<file path="src/rtl/dir_pkg.sv">
// Shared types for the directory controller.
// Assumes: request and message codes match the port encodings in the brief.
package dir_pkg;

    typedef enum logic [1:0] {
        RQ_READ    = 2'd0,
        RQ_MKDIRTY = 2'd1,
        RQ_EVICT   = 2'd2,
        RQ_NONE    = 2'd3
    } req_kind_e;

    typedef enum logic [1:0] {
        LS_INV = 2'd0,
        LS_SHR = 2'd1,
        LS_DRT = 2'd2,
        LS_EXC = 2'd3
    } line_state_e;

    typedef enum logic {
        MK_INVAL = 1'b0,
        MK_WBREQ = 1'b1
    } msg_kind_e;

endpackage

</file>
<file path="src/rtl/dir_table.sv">
// Directory storage: one global state and one presence vector per line.
// The read port is combinational and the write port is synchronous.
// Assumes: the caller never writes an owned state with other than one bit set.
module dir_table
    import dir_pkg::*;
#(
    parameter int NPROC  = 8,
    parameter int NLINES = 16,
    localparam int LINE_W = $clog2(NLINES)
) (
    input  logic              clk,
    input  logic              rst_n,
    input  logic [LINE_W-1:0] rd_line,
    output line_state_e       rd_state,
    output logic [NPROC-1:0]  rd_pres,
    input  logic              wr_en,
    input  logic [LINE_W-1:0] wr_line,
    input  line_state_e       wr_state,
    input  logic [NPROC-1:0]  wr_pres
);

    line_state_e      state_q [NLINES];
    logic [NPROC-1:0] pres_q  [NLINES];

    // Entry storage: cleared by reset, written one line at a time.
    always_ff @(posedge clk) begin
        if (!rst_n) begin
            for (int i = 0; i < NLINES; i++) begin
                state_q[i] <= LS_INV;
                pres_q[i]  <= '0;
            end
        end else if (wr_en) begin
            state_q[wr_line] <= wr_state;
            pres_q[wr_line]  <= wr_pres;
        end
    end

    // Lookup for the request currently offered.
    always_comb begin
        rd_state = state_q[rd_line];
        rd_pres  = pres_q[rd_line];
    end

    // an owned line has exactly one holder.
    a_r10_single_owner: assert property (@(posedge clk) disable iff (!rst_n)
        (rd_state == LS_DRT || rd_state == LS_EXC) |-> ($countones(rd_pres) == 1));

    // an invalid line lists nobody.
    a_r6_invalid_empty: assert property (@(posedge clk) disable iff (!rst_n)
        (rd_state == LS_INV) |-> (rd_pres == '0));

endmodule

</file>
<file path="src/rtl/dir_policy.sv">
// Coherence decision logic. From a request and the current entry it works out
// the new entry, whether to write it, and which processors get which message.
// Assumes: one message kind per request. Purely combinational.
module dir_policy
    import dir_pkg::*;
#(
    parameter int NPROC      = 8,
    parameter bit FOUR_STATE = 1'b0,
    localparam int PID_W = $clog2(NPROC)
) (
    input  req_kind_e         kind,
    input  logic [PID_W-1:0]  pid,
    input  line_state_e       cur_state,
    input  logic [NPROC-1:0]  cur_pres,
    output logic              upd,
    output line_state_e       nxt_state,
    output logic [NPROC-1:0]  nxt_pres,
    output logic [NPROC-1:0]  tgt_mask,
    output msg_kind_e         tgt_kind
);

    line_state_e      grant_state;
    logic [NPROC-1:0] req_bit;
    logic             owned;
    logic             is_owner;

    // Mode choice: the state given to a sole reader.
    generate
        if (FOUR_STATE) begin : g_four
            assign grant_state = LS_EXC;
        end else begin : g_three
            assign grant_state = LS_SHR;
        end
    endgenerate

    // Requester mask and ownership tests.
    always_comb begin
        req_bit      = '0;
        req_bit[pid] = 1'b1;
        owned        = (cur_state == LS_DRT) || (cur_state == LS_EXC);
        is_owner     = (cur_pres == req_bit);
    end

    // Transition table for the three request kinds.
    always_comb begin
        upd       = 1'b0;
        nxt_state = cur_state;
        nxt_pres  = cur_pres;
        tgt_mask  = '0;
        tgt_kind  = MK_INVAL;
        unique case (kind)
            RQ_READ: begin
                if (cur_state == LS_INV) begin
                    upd       = 1'b1;
                    nxt_state = grant_state;
                    nxt_pres  = req_bit;
                end else if (cur_state == LS_SHR) begin
                    upd      = 1'b1;
                    nxt_pres = cur_pres | req_bit;
                end else if (!is_owner) begin
                    upd       = 1'b1;
                    nxt_state = LS_SHR;
                    nxt_pres  = cur_pres | req_bit;
                    tgt_mask  = cur_pres;
                    tgt_kind  = MK_WBREQ;
                end
            end
            RQ_MKDIRTY: begin
                upd       = 1'b1;
                nxt_state = LS_DRT;
                nxt_pres  = req_bit;
                tgt_mask  = cur_pres & ~req_bit;
                tgt_kind  = MK_INVAL;
            end
            RQ_EVICT: begin
                if (owned && is_owner) begin
                    upd       = 1'b1;
                    nxt_state = LS_INV;
                    nxt_pres  = '0;
                end
            end
            default: begin
                upd = 1'b0;
            end
        endcase
    end

endmodule

</file>
<file path="src/rtl/dir_msg_seq.sv">
// Outgoing message sequencer. It keeps a mask of pending destinations and
// hands out one message per handshake, lowest processor ID first.
// Assumes: load is only raised when busy is low.
module dir_msg_seq
    import dir_pkg::*;
#(
    parameter int NPROC  = 8,
    parameter int NLINES = 16,
    localparam int PID_W  = $clog2(NPROC),
    localparam int LINE_W = $clog2(NLINES)
) (
    input  logic              clk,
    input  logic              rst_n,
    input  logic              load,
    input  logic [NPROC-1:0]  load_mask,
    input  msg_kind_e         load_kind,
    input  logic [LINE_W-1:0] load_line,
    input  logic [PID_W-1:0]  load_req_pid,
    input  logic              msg_ready,
    output logic              busy,
    output logic              fire,
    output logic              msg_valid,
    output msg_kind_e         msg_kind,
    output logic [PID_W-1:0]  msg_pid,
    output logic [LINE_W-1:0] msg_line
);

    logic [NPROC-1:0]  pend_q;
    msg_kind_e         kind_q;
    logic [LINE_W-1:0] line_q;
    logic [PID_W-1:0]  rpid_q;
    logic [NPROC-1:0]  low_hot;

    // Lowest pending destination, as one-hot and as an index.
    always_comb begin
        low_hot = pend_q & (~pend_q + NPROC'(1));
        msg_pid = '0;
        for (int i = NPROC - 1; i >= 0; i--) begin
            if (pend_q[i]) msg_pid = PID_W'(i);
        end
    end

    // Handshake and status outputs.
    always_comb begin
        msg_valid = |pend_q;
        busy      = msg_valid;
        fire      = msg_valid && msg_ready;
        msg_kind  = kind_q;
        msg_line  = line_q;
    end

    // Pending mask: loaded per request, drained one bit per handshake.
    always_ff @(posedge clk) begin
        if (!rst_n) begin
            pend_q <= '0;
            kind_q <= MK_INVAL;
            line_q <= '0;
            rpid_q <= '0;
        end else if (load) begin
            pend_q <= load_mask;
            kind_q <= load_kind;
            line_q <= load_line;
            rpid_q <= load_req_pid;
        end else if (fire) begin
            pend_q <= pend_q & ~low_hot;
        end
    end

    // a stalled message holds its fields.
    a_r8_hold: assert property (@(posedge clk) disable iff (!rst_n)
        (msg_valid && !msg_ready) |=>
            (msg_valid && $stable(msg_pid) && $stable(msg_kind) && $stable(msg_line)));

    // destinations within one sequence rise strictly.
    a_r8_ascending: assert property (@(posedge clk) disable iff (!rst_n)
        (fire && ($countones(pend_q) > 1)) |=> (msg_valid && (msg_pid > $past(msg_pid))));

    // an invalidate never goes back to the processor that asked for ownership.
    a_r5_not_self: assert property (@(posedge clk) disable iff (!rst_n)
        (msg_valid && msg_kind == MK_INVAL) |-> (msg_pid != rpid_q));

    // a writeback request sequence carries exactly one message.
    a_r4_single_wb: assert property (@(posedge clk) disable iff (!rst_n)
        (msg_valid && msg_kind == MK_WBREQ) |-> ($countones(pend_q) == 1));

endmodule

</file>
<file path="src/rtl/dir_counters.sv">
// Three saturating event counters: invalidates, writeback requests, make-dirty.
// Assumes: each increment input is high at most one cycle per event.
module dir_counters #(
    parameter int CNT_W = 16,
    localparam int NCNT = 3
) (
    input  logic             clk,
    input  logic             rst_n,
    input  logic             inc_inval,
    input  logic             inc_wbreq,
    input  logic             inc_mkdirty,
    output logic [CNT_W-1:0] cnt_inval,
    output logic [CNT_W-1:0] cnt_wbreq,
    output logic [CNT_W-1:0] cnt_mkdirty
);

    logic             inc   [NCNT];
    logic [CNT_W-1:0] cnt_q [NCNT];

    // Gather increments into one indexed set.
    always_comb begin
        inc[0] = inc_inval;
        inc[1] = inc_wbreq;
        inc[2] = inc_mkdirty;
    end

    genvar g;
    generate
        for (g = 0; g < NCNT; g++) begin : g_cnt
            // Saturating count of one event class.
            always_ff @(posedge clk) begin
                if (!rst_n)                      cnt_q[g] <= '0;
                else if (inc[g] && ~&cnt_q[g])   cnt_q[g] <= cnt_q[g] + CNT_W'(1);
            end

            // a counter never wraps back down.
            a_r9_no_wrap: assert property (@(posedge clk) disable iff (!rst_n)
                cnt_q[g] >= $past(cnt_q[g]));

            // a counter moves by at most one per cycle.
            a_r9_unit_step: assert property (@(posedge clk) disable iff (!rst_n)
                (cnt_q[g] - $past(cnt_q[g])) <= CNT_W'(1));
        end
    endgenerate

    // Drive the named outputs.
    always_comb begin
        cnt_inval   = cnt_q[0];
        cnt_wbreq   = cnt_q[1];
        cnt_mkdirty = cnt_q[2];
    end

endmodule

</file>
<file path="src/rtl/dir_coherence_ctrl.sv">
// Top of the full-map invalidation directory. It takes one request whenever
// no message sequence is pending, updates the entry on the accepting edge and
// loads the resulting destinations into the sequencer.
// Assumes: requesters hold their request stable until it is accepted.
module dir_coherence_ctrl
    import dir_pkg::*;
#(
    parameter int NPROC      = 8,
    parameter int NLINES     = 16,
    parameter bit FOUR_STATE = 1'b0,
    parameter int CNT_W      = 16,
    localparam int PID_W  = $clog2(NPROC),
    localparam int LINE_W = $clog2(NLINES)
) (
    input  logic              clk,
    input  logic              rst_n,
    input  logic              req_valid,
    output logic              req_ready,
    input  logic [1:0]        req_kind,
    input  logic [PID_W-1:0]  req_pid,
    input  logic [LINE_W-1:0] req_line,
    output logic              msg_valid,
    input  logic              msg_ready,
    output logic              msg_kind,
    output logic [PID_W-1:0]  msg_pid,
    output logic [LINE_W-1:0] msg_line,
    output logic [CNT_W-1:0]  cnt_inval,
    output logic [CNT_W-1:0]  cnt_wbreq,
    output logic [CNT_W-1:0]  cnt_mkdirty
);

    req_kind_e        kind;
    line_state_e      cur_state, nxt_state;
    logic [NPROC-1:0] cur_pres, nxt_pres, tgt_mask;
    msg_kind_e        tgt_kind, seq_kind;
    logic             upd, accept, busy, fire;

    // Request acceptance.
    always_comb begin
        kind      = req_kind_e'(req_kind);
        req_ready = !busy;
        accept    = req_valid && req_ready;
        msg_kind  = logic'(seq_kind);
    end

    dir_table #(.NPROC(NPROC), .NLINES(NLINES)) u_table (
        .clk      (clk),
        .rst_n    (rst_n),
        .rd_line  (req_line),
        .rd_state (cur_state),
        .rd_pres  (cur_pres),
        .wr_en    (accept && upd),
        .wr_line  (req_line),
        .wr_state (nxt_state),
        .wr_pres  (nxt_pres)
    );

    dir_policy #(.NPROC(NPROC), .FOUR_STATE(FOUR_STATE)) u_policy (
        .kind      (kind),
        .pid       (req_pid),
        .cur_state (cur_state),
        .cur_pres  (cur_pres),
        .upd       (upd),
        .nxt_state (nxt_state),
        .nxt_pres  (nxt_pres),
        .tgt_mask  (tgt_mask),
        .tgt_kind  (tgt_kind)
    );

    dir_msg_seq #(.NPROC(NPROC), .NLINES(NLINES)) u_seq (
        .clk          (clk),
        .rst_n        (rst_n),
        .load         (accept),
        .load_mask    (tgt_mask),
        .load_kind    (tgt_kind),
        .load_line    (req_line),
        .load_req_pid (req_pid),
        .msg_ready    (msg_ready),
        .busy         (busy),
        .fire         (fire),
        .msg_valid    (msg_valid),
        .msg_kind     (seq_kind),
        .msg_pid      (msg_pid),
        .msg_line     (msg_line)
    );

    dir_counters #(.CNT_W(CNT_W)) u_cnt (
        .clk         (clk),
        .rst_n       (rst_n),
        .inc_inval   (fire && seq_kind == MK_INVAL),
        .inc_wbreq   (fire && seq_kind == MK_WBREQ),
        .inc_mkdirty (accept && kind == RQ_MKDIRTY),
        .cnt_inval   (cnt_inval),
        .cnt_wbreq   (cnt_wbreq),
        .cnt_mkdirty (cnt_mkdirty)
    );

    // a request with destinations blocks the next one.
    a_r8_block: assert property (@(posedge clk) disable iff (!rst_n)
        (accept && tgt_mask != '0) |=> !req_ready);

    // a request without destinations leaves the input open.
    a_r8_open: assert property (@(posedge clk) disable iff (!rst_n)
        (accept && tgt_mask == '0) |=> req_ready);

    // ignored requests leave the entry untouched.
    a_r7_no_write: assert property (@(posedge clk) disable iff (!rst_n)
        (accept && kind == RQ_NONE) |-> !upd);

endmodule

</file>
<file path="config.mk">
export PLATFORM = sky130hd
export DESIGN_NAME = dir_coherence_ctrl
export DESIGN_NICKNAME = d
export VERILOG_FILES = /design/src/rtl/dir_pkg.sv /design/src/rtl/dir_table.sv /design/src/rtl/dir_policy.sv /design/src/rtl/dir_msg_seq.sv /design/src/rtl/dir_counters.sv /design/src/rtl/dir_coherence_ctrl.sv
export SDC_FILE = /design/constraint.sdc
export NUM_CORES = 1
export LEC_CHECK = 0
export ABC_CLOCK_PERIOD_IN_PS = 9600
export BUFFER_PORTS_ARGS = -buffer_cell sky130_fd_sc_hd__buf_2
export CAP_MARGIN = 10
export CORE_ASPECT_RATIO = 1.1
export CORE_MARGIN = 2
export CORE_UTILIZATION = 29
export CTS_CLUSTER_DIAMETER = 100
export CTS_CLUSTER_SIZE = 40
export DETAILED_ROUTE_END_ITERATION = 8
export GPL_TIMING_DRIVEN = 0
export PLACE_DENSITY_LB_ADDON = 0.3
export SLEW_MARGIN = 5
export SYNTH_ARGS = -nofsm -noshare
export SYNTH_HDL_FRONTEND = slang
export SYNTH_SLANG_ARGS = --single-unit
</file>
<file path="constraint.sdc">
create_clock -name clk -period 9.6 [get_ports clk]
set_clock_uncertainty 0.2 [all_clocks]
set_input_delay 0.48 -clock clk [delete_from_list [all_inputs] [get_ports clk]]
set_output_delay 0.48 -clock clk [all_outputs]
set_load 0.02 [all_outputs]
</file>
Yosys cells after proc, flatten, opt, wreduce, memory -nomap -nowiden:

Memories as Yosys holds them, arrays and structs flattened.
Cells that the tools add are included.

* word-level logic and storage cells: 110
* register bits: 13
* bits in writable memories: 208
* output and inout bits: 58
* memories: 3
* input bits: 13

Memories
* u_table.pres_q: words 16, width 8, rd ports 1, clocked after Yosys merged registers in 0, write ports 16, line dir_table.sv:23 `logic [NPROC-1:0] pres_q [NLINES];`
* u_cnt.cnt_q: words 3, width 16, rd ports 3, clocked after Yosys merged registers in 0, write ports 3, line dir_counters.sv:18 `logic [CNT_W-1:0] cnt_q [NCNT];`
* u_table.state_q: words 16, width 2, rd ports 1, clocked after Yosys merged registers in 0, write ports 16, line dir_table.sv:22 `line_state_e state_q [NLINES];`

* $lt $le $gt $ge: 2
* muxes and demuxes: 56
* add/sub/neg operators: 4
* eq/ne operators: 6
* bitwise gates (word level): 11
* reduce and logical (&&, ||, !) cells: 25

Operators by type and width (count)
* 2-to-1 mux 8 bit: 10
* adder 16 x 1 -> 16 bit (second input constant): 3
* 2-to-1 mux 16 bit: 3
* AND reduction 16 bit: 3
* AND 8 bit: 3
* 2-to-1 mux 3 bit: 8
* NOT 8 bit: 3
* case mux 8 bit (3 select lines): 1
* 2-to-1 mux 1 bit: 23
* case mux 8 bit (2 select lines): 1
* OR reduction 8 bit: 2
* logical AND 1 bit: 11
* 2-to-1 mux 2 bit: 5
* adder 8 x 1 -> 8 bit (second input constant): 1
* equality test 8 bit: 1
* 2-to-1 mux 4 bit: 2
* OR 8 bit: 1
* equality test 2 bit (second input constant): 3
* case mux 2 bit (3 select lines): 1
* equality test 2 x 1 -> 1 bit (second input constant): 2
* zero test 1 bit: 4
* zero test 2 bit: 2
* less-than comparator 3 x 4 -> 1 bit (second input constant): 1
* demux 1 bit (select 3 bit): 1
* other kinds (7): 9

Logic depth before layout (Yosys ltp):

Gate-level depths: netlist of run 1.

* word-level depth: 15
* mapped depth: 15
* gate-level depth less buffers: 10

Cells and area by module:

A second synthesis of run 1 with hierarchy kept.

* cells, all modules: 902
* area, all modules: 11468.5 um^2

Modules (own cells, without submodules)
* dir_table: sequential area each 4804.6 um^2, area an instance 7313.3 um^2, cells an instance 461, times used 1
* dir_counters: sequential area each 1441.4 um^2, area an instance 2591.2 um^2, cells an instance 248, times used 1
* dir_policy: sequential area each 0.0 um^2, area an instance 888.4 um^2, cells an instance 118, times used 1
* dir_msg_seq: sequential area each 260.2 um^2, area an instance 628.1 um^2, cells an instance 69, times used 1
* dir_coherence_ctrl: sequential area each 0.0 um^2, area an instance 47.5 um^2, cells an instance 6, times used 1

Worst setup path before layout of run 1:

OpenSTA, ideal clock, no wires.

* kind: input-to-reg
* from: input port req_line[0]
* to: memory u_table.pres_q[0][0], enable pin
* library setup time: 340 ps
* arrival time: 3930 ps
* data required time: 9060 ps
* setup slack: 5131 ps
* cell stages on the path: 15
* path buffers: 5
* cell sequence: buf_2 > buf_2 > mux4_2 > a22o_1 > nor2_1 > ha_1 > nor4_1 > and3_1 > a22oi_2 > buf_6 > o21ai_2 > buf_2 > nand4_1 > buf_4 > nand2_1

RTL lines
* from (decl): line dir_coherence_ctrl.sv:21 `input logic [LINE_W-1:0] req_line,`
* to (decl): line dir_table.sv:23

==> results of run 1 <==
worst max path at each step:
stage	from	endpoint	slack, ps
CTS	req_line[1]	u_table.pres_q[13][4]	4190
finish	req_line[1]	u_table.pres_q[14][3]	4210
floorplan	req_line[0]	u_table.pres_q[0][0]	5130
detailed placement	req_line[1]	u_table.state_q[14][1]	3650
global route	req_line[1]	u_table.pres_q[14][3]	3990
global placement	req_line[1]	u_table.pres_q[12][3]	3700
cell usage in the layout, fill, tap and decap left out, drive strengths merged, types with 5 or more instances in the layout:
master  Yosys  routed
a21boi      6       6
a21oi      13      13
a22o       17      17
a22oi       9       9
a31oi       8       8
and3       13      13
buf        43     110
clkbuf     20      31
dfxtp      13      13
edfxtp    208     208
ha         19      19
inv        15      19
mux4       40      40
nand2      67      67
nand2b     10      10
nand3      28      28
nand4      21      21
nor2      232     232
nor2b       5       5
nor4        5       5
o211ai     18      18
o21ai      20      20
xnor2      16      16
xor2       25      25
final cells by class:
type	instances	area share [%]
clock inverters	6	0.8610
multi-input cells	610	34.92
well taps	507	4.960
repair buffers	67	2.622
clock buffers	11	2.152
flip-flops and latches	221	50.88
plain buffers	63	3.170
inverters	15	0.4403
flip-flops by register name, indices dropped and copies added, names as in the netlist:
register and cells:
u_table.state_q 32, u_seq.msg_line 4, u_table.pres_q 128, u_cnt.cnt_q 48, u_seq.pend_q 8, u_seq.msg_kind 1
power breakdown:
part	leakage (µW)	switching [µW]	internal, µW
registers	0.00226	20.9	1090
clock network	0.000184	354	238
logic	0.00200	205	98.2
total	0.00444	580	1430
worst max-delay path: stages:
cell and delay, ps:
buf_6 130, clkbuf_1 650, mux4_2 460, a22o_1 270, nor2_1 310, ha_1 290
nor4_1 640, and3_1 310, a22oi_2 110, buf_6 160, o21ai_2 290, buf_2 310
nand4_1 210, buf_2 270, nand2_1 420
per-layer routing:
metal	share of wire (%)	GRT usage [%]	vias up
li1	-	-	3465
met1	45	19.30	3655
met2	47	23.51	208
met3	6.1	2.205	24
met4	1.6	3.027	0
met5	0	0	-
per-stage QoR:
stage	setup WS, ps	util (%)	power [µW]
6_report	4215	32.80	2006
5_1_grt	3995	32.80	2082
4_1_cts	4189	32.80	2029
3_5_place_dp	3649	31.81	1440
3_3_place_gp	3700	31.80	1436
2_1_floorplan	5131	-	1339
Yosys cell counts, types with 3 or more instances:
library cell	n
or2_2	3
xnor2_1	16
buf_6	14
nand3_1	28
nand2b_1	10
ha_1	19
a31oi_4	8
buf_2	16
inv_1	15
nor2_1	142
nor2b_1	5
and4_1	4
clkbuf_1	18
o211ai_1	10
o21ai_2	3
nor3_1	3
and2_1	4
a22o_1	17
nand4_1	16
mux4_2	40
nor4_1	4
xor2_1	25
a22oi_1	8
dfxtp_1	13
buf_4	11
edfxtp_1	208
nand3b_1	3
a21boi_0	6
nor2_2	90
o211ai_2	8
o21ai_0	17
nand4_2	5
nand2_1	67
and3_1	13
a21oi_1	13
kinds of logic after synthesis:
group                      after synthesis  share of synthesized area [%]
buffers and inverters                   78                          4.039
DFF                                    221                          56.92
adders and majority gates               19                          2.080
AOI/OAI and AO/OA                      100                          7.575
and+or+nand+nor                        406                          17.94
muxes                                   44                          8.298
xor gates and xnor gates                41                          3.142
==> impl_metrics.csv, run 1 <==
group,metric,value,unit
timing,layout_min_cycle_time,5385,ps
timing,rsz0062_at_grt,"false",
place,io_buffers,67,
synth,synth_area_leaders,"edfxtp_1 (55%), mux4_2 (7.9%), nor2_2 (4.9%)",
synth,synth-edff-count,208,
finish,syn2layout_area_growth,11.89,%
global_route,grt_pass1_vias,7381,
critical_path,critPathMaxFanout,10,
worst_hold_path,whs_endpoint,"u_seq.pend_q[4]",
floorplan,start_util,29.32,%
finish,drive_above_1_share,29.81,%
synth,async_flop_share,0,%
synth,yosys_register_bits,221,
clock_tree,ctsHoldBuffers,0,
global_route,overflow,0,
run,max_cap_viol_count,0,
routing,drt_iter0_drc,623,
critical_path,path_class,"in2reg",
worst_hold_path,min_delay_path_depth,4,
routing,viasPerCell,4.901,
clock_tree,clock_sinks,221,
floorplan,boundaryPins,71,
critical_path,startpoint_type,"input port",
power_and_ir_drop,power.leakage,0.004444,µW
clock_tree,cts_tree,"done",
synth,yosysWarningCount,0,
power_and_ir_drop,ir_drop,0.09818,mV
timing,maxSlewHeadroom,43.67,%
routing,wl_per_cell,19.27,µm
global_route,track_usage,14.05,%
floorplan,num_rows,76,
routing,drc_errors,0,
global_route,grt_pass1_wl,44750,µm
clock_tree,clk-insertion-delay-late,500,ps
clock_tree,htree_levels,1,
synth,syn_area_per_cell,12.57,µm²
finish,seqCellArea,6506,µm²
critical_path,rrSetupSlack,4540,ps
timing,maxSlewViolCount,0,
synth,synth_top_area_share,54.65,%
run_status,status,"completed",
clock_tree,cts_root_buf,"clkbuf_16",
routing,first_pass_iters,5,
timing,max_freq,185.7,MHz
global_route,grt_max_degree,41,
place,globalplace.congestion,0.8115,
finish,antenna_cells,0,
finish,final_cells,1500,
floorplan,die_h,212.2,µm
critical_path,r2r_end,"u_table.pres_q[14][3]",
finish,multi_input_area,4466,µm²
place,place_area,12400,µm²
finish,finish.instance_area,12790,µm²
power_and_ir_drop,cellPowerDensity,156.9,nW/µm²
place,dp_cells,1483,
place,dpl.hpwl,20630,µm
timing,tns,0,ps
routing,ant_nets,0,
floorplan,core,38990,µm²
clock_tree,cts_buffers,11,
floorplan,dieWidth,193.3,µm
finish,fin_nets,1021,
synth,synth-main-ff-cell,"edfxtp_1",
timing,setup_viol,0,
timing,worstMarginPinSlew,844.9,ps
synth,synth_cell_types,55,
finish,fillers,3937,
clock_tree,cts_max_path_buffers,3,
critical_path,crit_arrival,5340,ps
timing,hold_ws,148.0,ps
synth,syn_area,11430,µm²
critical_path,crit_path_end_kind,"register",
synth,synth_top_area_cell,"edfxtp_1",
clock_tree,post_cts_resized,0,
timing,finalCritPeriodShare,56.10,%
routing,finalWirelength,28910,µm
clock_tree,path_clk_slew,130,ps
synth,syn_inst,909,
worst_hold_path,hold_path_startpoint,"msg_ready",
routing,vias,7352,
critical_path,worst_ep_required_time,9560,ps
synth,synth_seq_area_share,56.92,%
worst_hold_path,min_path_type,"in2reg",
timing,hold_viol,0,
critical_path,reg2reg_depth,13,
synth,postSynthNetCount,941,
floorplan,dieArea,41020,µm²
critical_path,r2r_start,"u_table.pres_q[7][1]",
global_route,antenna_found_initial,0,
clock_tree,cts_setup_buffers,0,
Note: power is estimated with default switching activity, not from simulation.
==> inputs of run 2 (changes only) <==
- ABC_CLOCK_PERIOD_IN_PS: 9600 -> 5200
- clock period: 9.6 -> 5.2 ns (I/O delays scaled with it)
==> run 2 against run 1 <==
Compared with the run above: final cell count is essentially flat; combinational power grew 86%; count of clock-buffer cells in the layout unchanged; routed wire length hardly changed; hold slack lost 99 ps; flip-flop and latch count did not move; via count decreased by 0.87%; sequential share of layout area shrank 0.075 points; sequential power increased by 85%; clock power up 84%; die area is the same; critical endpoint is now u_table.pres_q[8][4]; largest cell class unchanged.
==> impl_metrics.csv, run 2 (synthesized netlist as in run 1, its figures left out) <==
group,metric,value,unit
run_status,status,"completed",
finish,biggestRegsByFlops,"u_table.pres_q (128), u_cnt.cnt_q (48), u_table.state_q (32)",
clock_tree,clk-insertion-delay-late,500,ps
timing,layout_min_cycle_time,4902,ps
timing,max_freq,204.0,MHz
routing,vias,7288,
global_route,grt_pass1_wl,44780,µm
timing,maxSlewViolCount,0,
critical_path,critPathMaxFanout,10,
finish,largest_reg_flops,128,
global_route,grt_max_degree,41,
clock_tree,htree_levels,1,
clock_tree,clock_sinks,221,
routing,first_pass_iters,6,
floorplan,start_util,29.32,%
finish,antenna_cells,0,
power_and_ir_drop,ir_drop,0.1787,mV
place,dpl.hpwl,20630,µm
global_route,overflow,0,
finish,fin_nets,1022,
clock_tree,cts_setup_buffers,0,
place,place_area,12400,µm²
finish,finish.instance_area,12810,µm²
place,post-place-ws,-531.2,ps
routing,wl_met1,13270,µm
routing,drt_iter0_drc,623,
timing,rsz0062_at_grt,"false",
routing,wl_per_cell,19.25,µm
critical_path,path_class,"reg2reg",
routing,ant_nets,0,
routing,wl_met3,1525,µm
floorplan,num_rows,76,
critical_path,crit_arrival,4850,ps
floorplan,core,38990,µm²
floorplan,boundaryPins,71,
floorplan,dieWidth,193.3,µm
finish,final_cell_mix,"edfxtp_1 (208), nor2_1 (142), nor2_2 (90), buf_2 (83), nand2_1 (67)",
power_and_ir_drop,seqPwrFrac,55.3,%
global_route,track_usage,14.06,%
finish,top_register,"u_table.pres_q",
routing,met2_wirelength,13630,µm
finish,syn2layout_area_growth,12.05,%
power_and_ir_drop,cellPowerDensity,289.4,nW/µm²
critical_path,startpoint_type,"register",
routing,finalWirelength,28900,µm
timing,maxSlewHeadroom,43.94,%
finish,layout_commonest_cell,"edfxtp_1",
finish,drive_above_1_share,30.08,%
clock_tree,cts_max_path_buffers,3,
clock_tree,cts_root_buf,"clkbuf_16",
clock_tree,path_clk_slew,140,ps
routing,viasPerCell,4.855,
timing,setup_ws,297.7,ps
power_and_ir_drop,power.internal,2635,µW
floorplan,die_h,212.2,µm
power_and_ir_drop,p_comb_share,15.2,%
power_and_ir_drop,power.leakage,0.004455,µW
power_and_ir_drop,p_switching,1072,µW
power_and_ir_drop,swShare,28.93,%
critical_path,worst_ep_required_time,5140,ps
place,io_buffers,67,
run,max_cap_viol_count,0,
critical_path,crit_path_end_kind,"register",
power_and_ir_drop,pwr-share-clk,29.5,%
global_route,antenna_found_initial,0,
global_route,grt_pass1_vias,7386,
timing,tns,0,ps
timing,setup_viol,0,
place,globalplace.congestion,0.8115,
clock_tree,cts_buffers,11,
timing,finalCritPeriodShare,94.28,%
timing,hold_viol,0,
floorplan,dieArea,41020,µm²
routing,drc_errors,0,
timing,hold_ws,48.97,ps
timing,worstMarginPinSlew,840.8,ps
worst_hold_path,min_path_type,"in2reg",
routing,top_layer_used,"met4",
clock_tree,cts_tree,"done",
## run 2: cell count changes in the layout (fill, tap and decap cells not counted)
cell / change
clkbuf_1: -2
nor4_2: +1
clkbuf_2: +2
nor4_1: -1
dlygate4sd3_1: +1
## run 2: layout make-up
| type | count | area, µm² |
|---|---|---|
| tap | 507 | 634.4 |
| fill | 3937 | 26180 |
| timing repair buffer | 68 | 345.3 |
| clock buffer | 11 | 275.3 |
| multi-input combinational | 610 | 4472 |
| inverter | 15 | 56.30 |
| clock inverter | 6 | 110.1 |
| buffer | 63 | 407.9 |
| sequential | 221 | 6506 |
## run 2: metal layers
metal  global-route usage, %  up-vias
li1                        -     3459
met1                   19.32     3612
met2                   23.52      193
met3                   2.189       24
met4                   3.027        0
met5                       0        -
## run 2: power groups by stage
stage	Clock (µW)	Sequential, µW	Combinational (µW)
after floorplan	0	2110	363
after global placement	0	2090	562
after detailed placement	0	2090	567
after CTS	1130	2050	569
after global routing	1180	2060	607
final	1090	2050	563
## run 2: through the flow
step                utilization (%)  instances  total power, µW
floorplan                         -        909             2471
global placement              31.80       1483             2652
detailed placement            31.81       1483             2659
CTS                           32.83       1501             3747
global route                  32.85       1501             3847
finish                        32.85       1501             3707
## run 2: path summary, 6_finish.rpt
path	start	endpoint	slack, ps	depth (start not counted)
setup reg to reg	u_table.pres_q[7][5]	u_table.pres_q[8][4]	300	13
setup / recovery	u_table.pres_q[7][5]	u_table.pres_q[8][4]	300	13
hold / removal	req_line[3]	u_seq.msg_line[3]	50	4
hold reg to reg	u_seq.msg_line[2]	u_seq.msg_line[2]	270	2
## run 2: critical path: stages (launching register included)
cell      delay (ps)
edfxtp_1         400
mux4_2           490
a22o_1           300
nor2_1           280
ha_1             290
nor4_1           510
and3_1           300
a22oi_2          110
buf_6            160
o21ai_2          300
buf_2            310
nand4_2          130
buf_4            240
nand2_1          520
## run 2: repair_timing
action	4_1_cts	5_1_grt
hold endpoints to repair	5	0
gates resized for setup	0	6
setup endpoints to repair	0	100
hold buffers	1	0
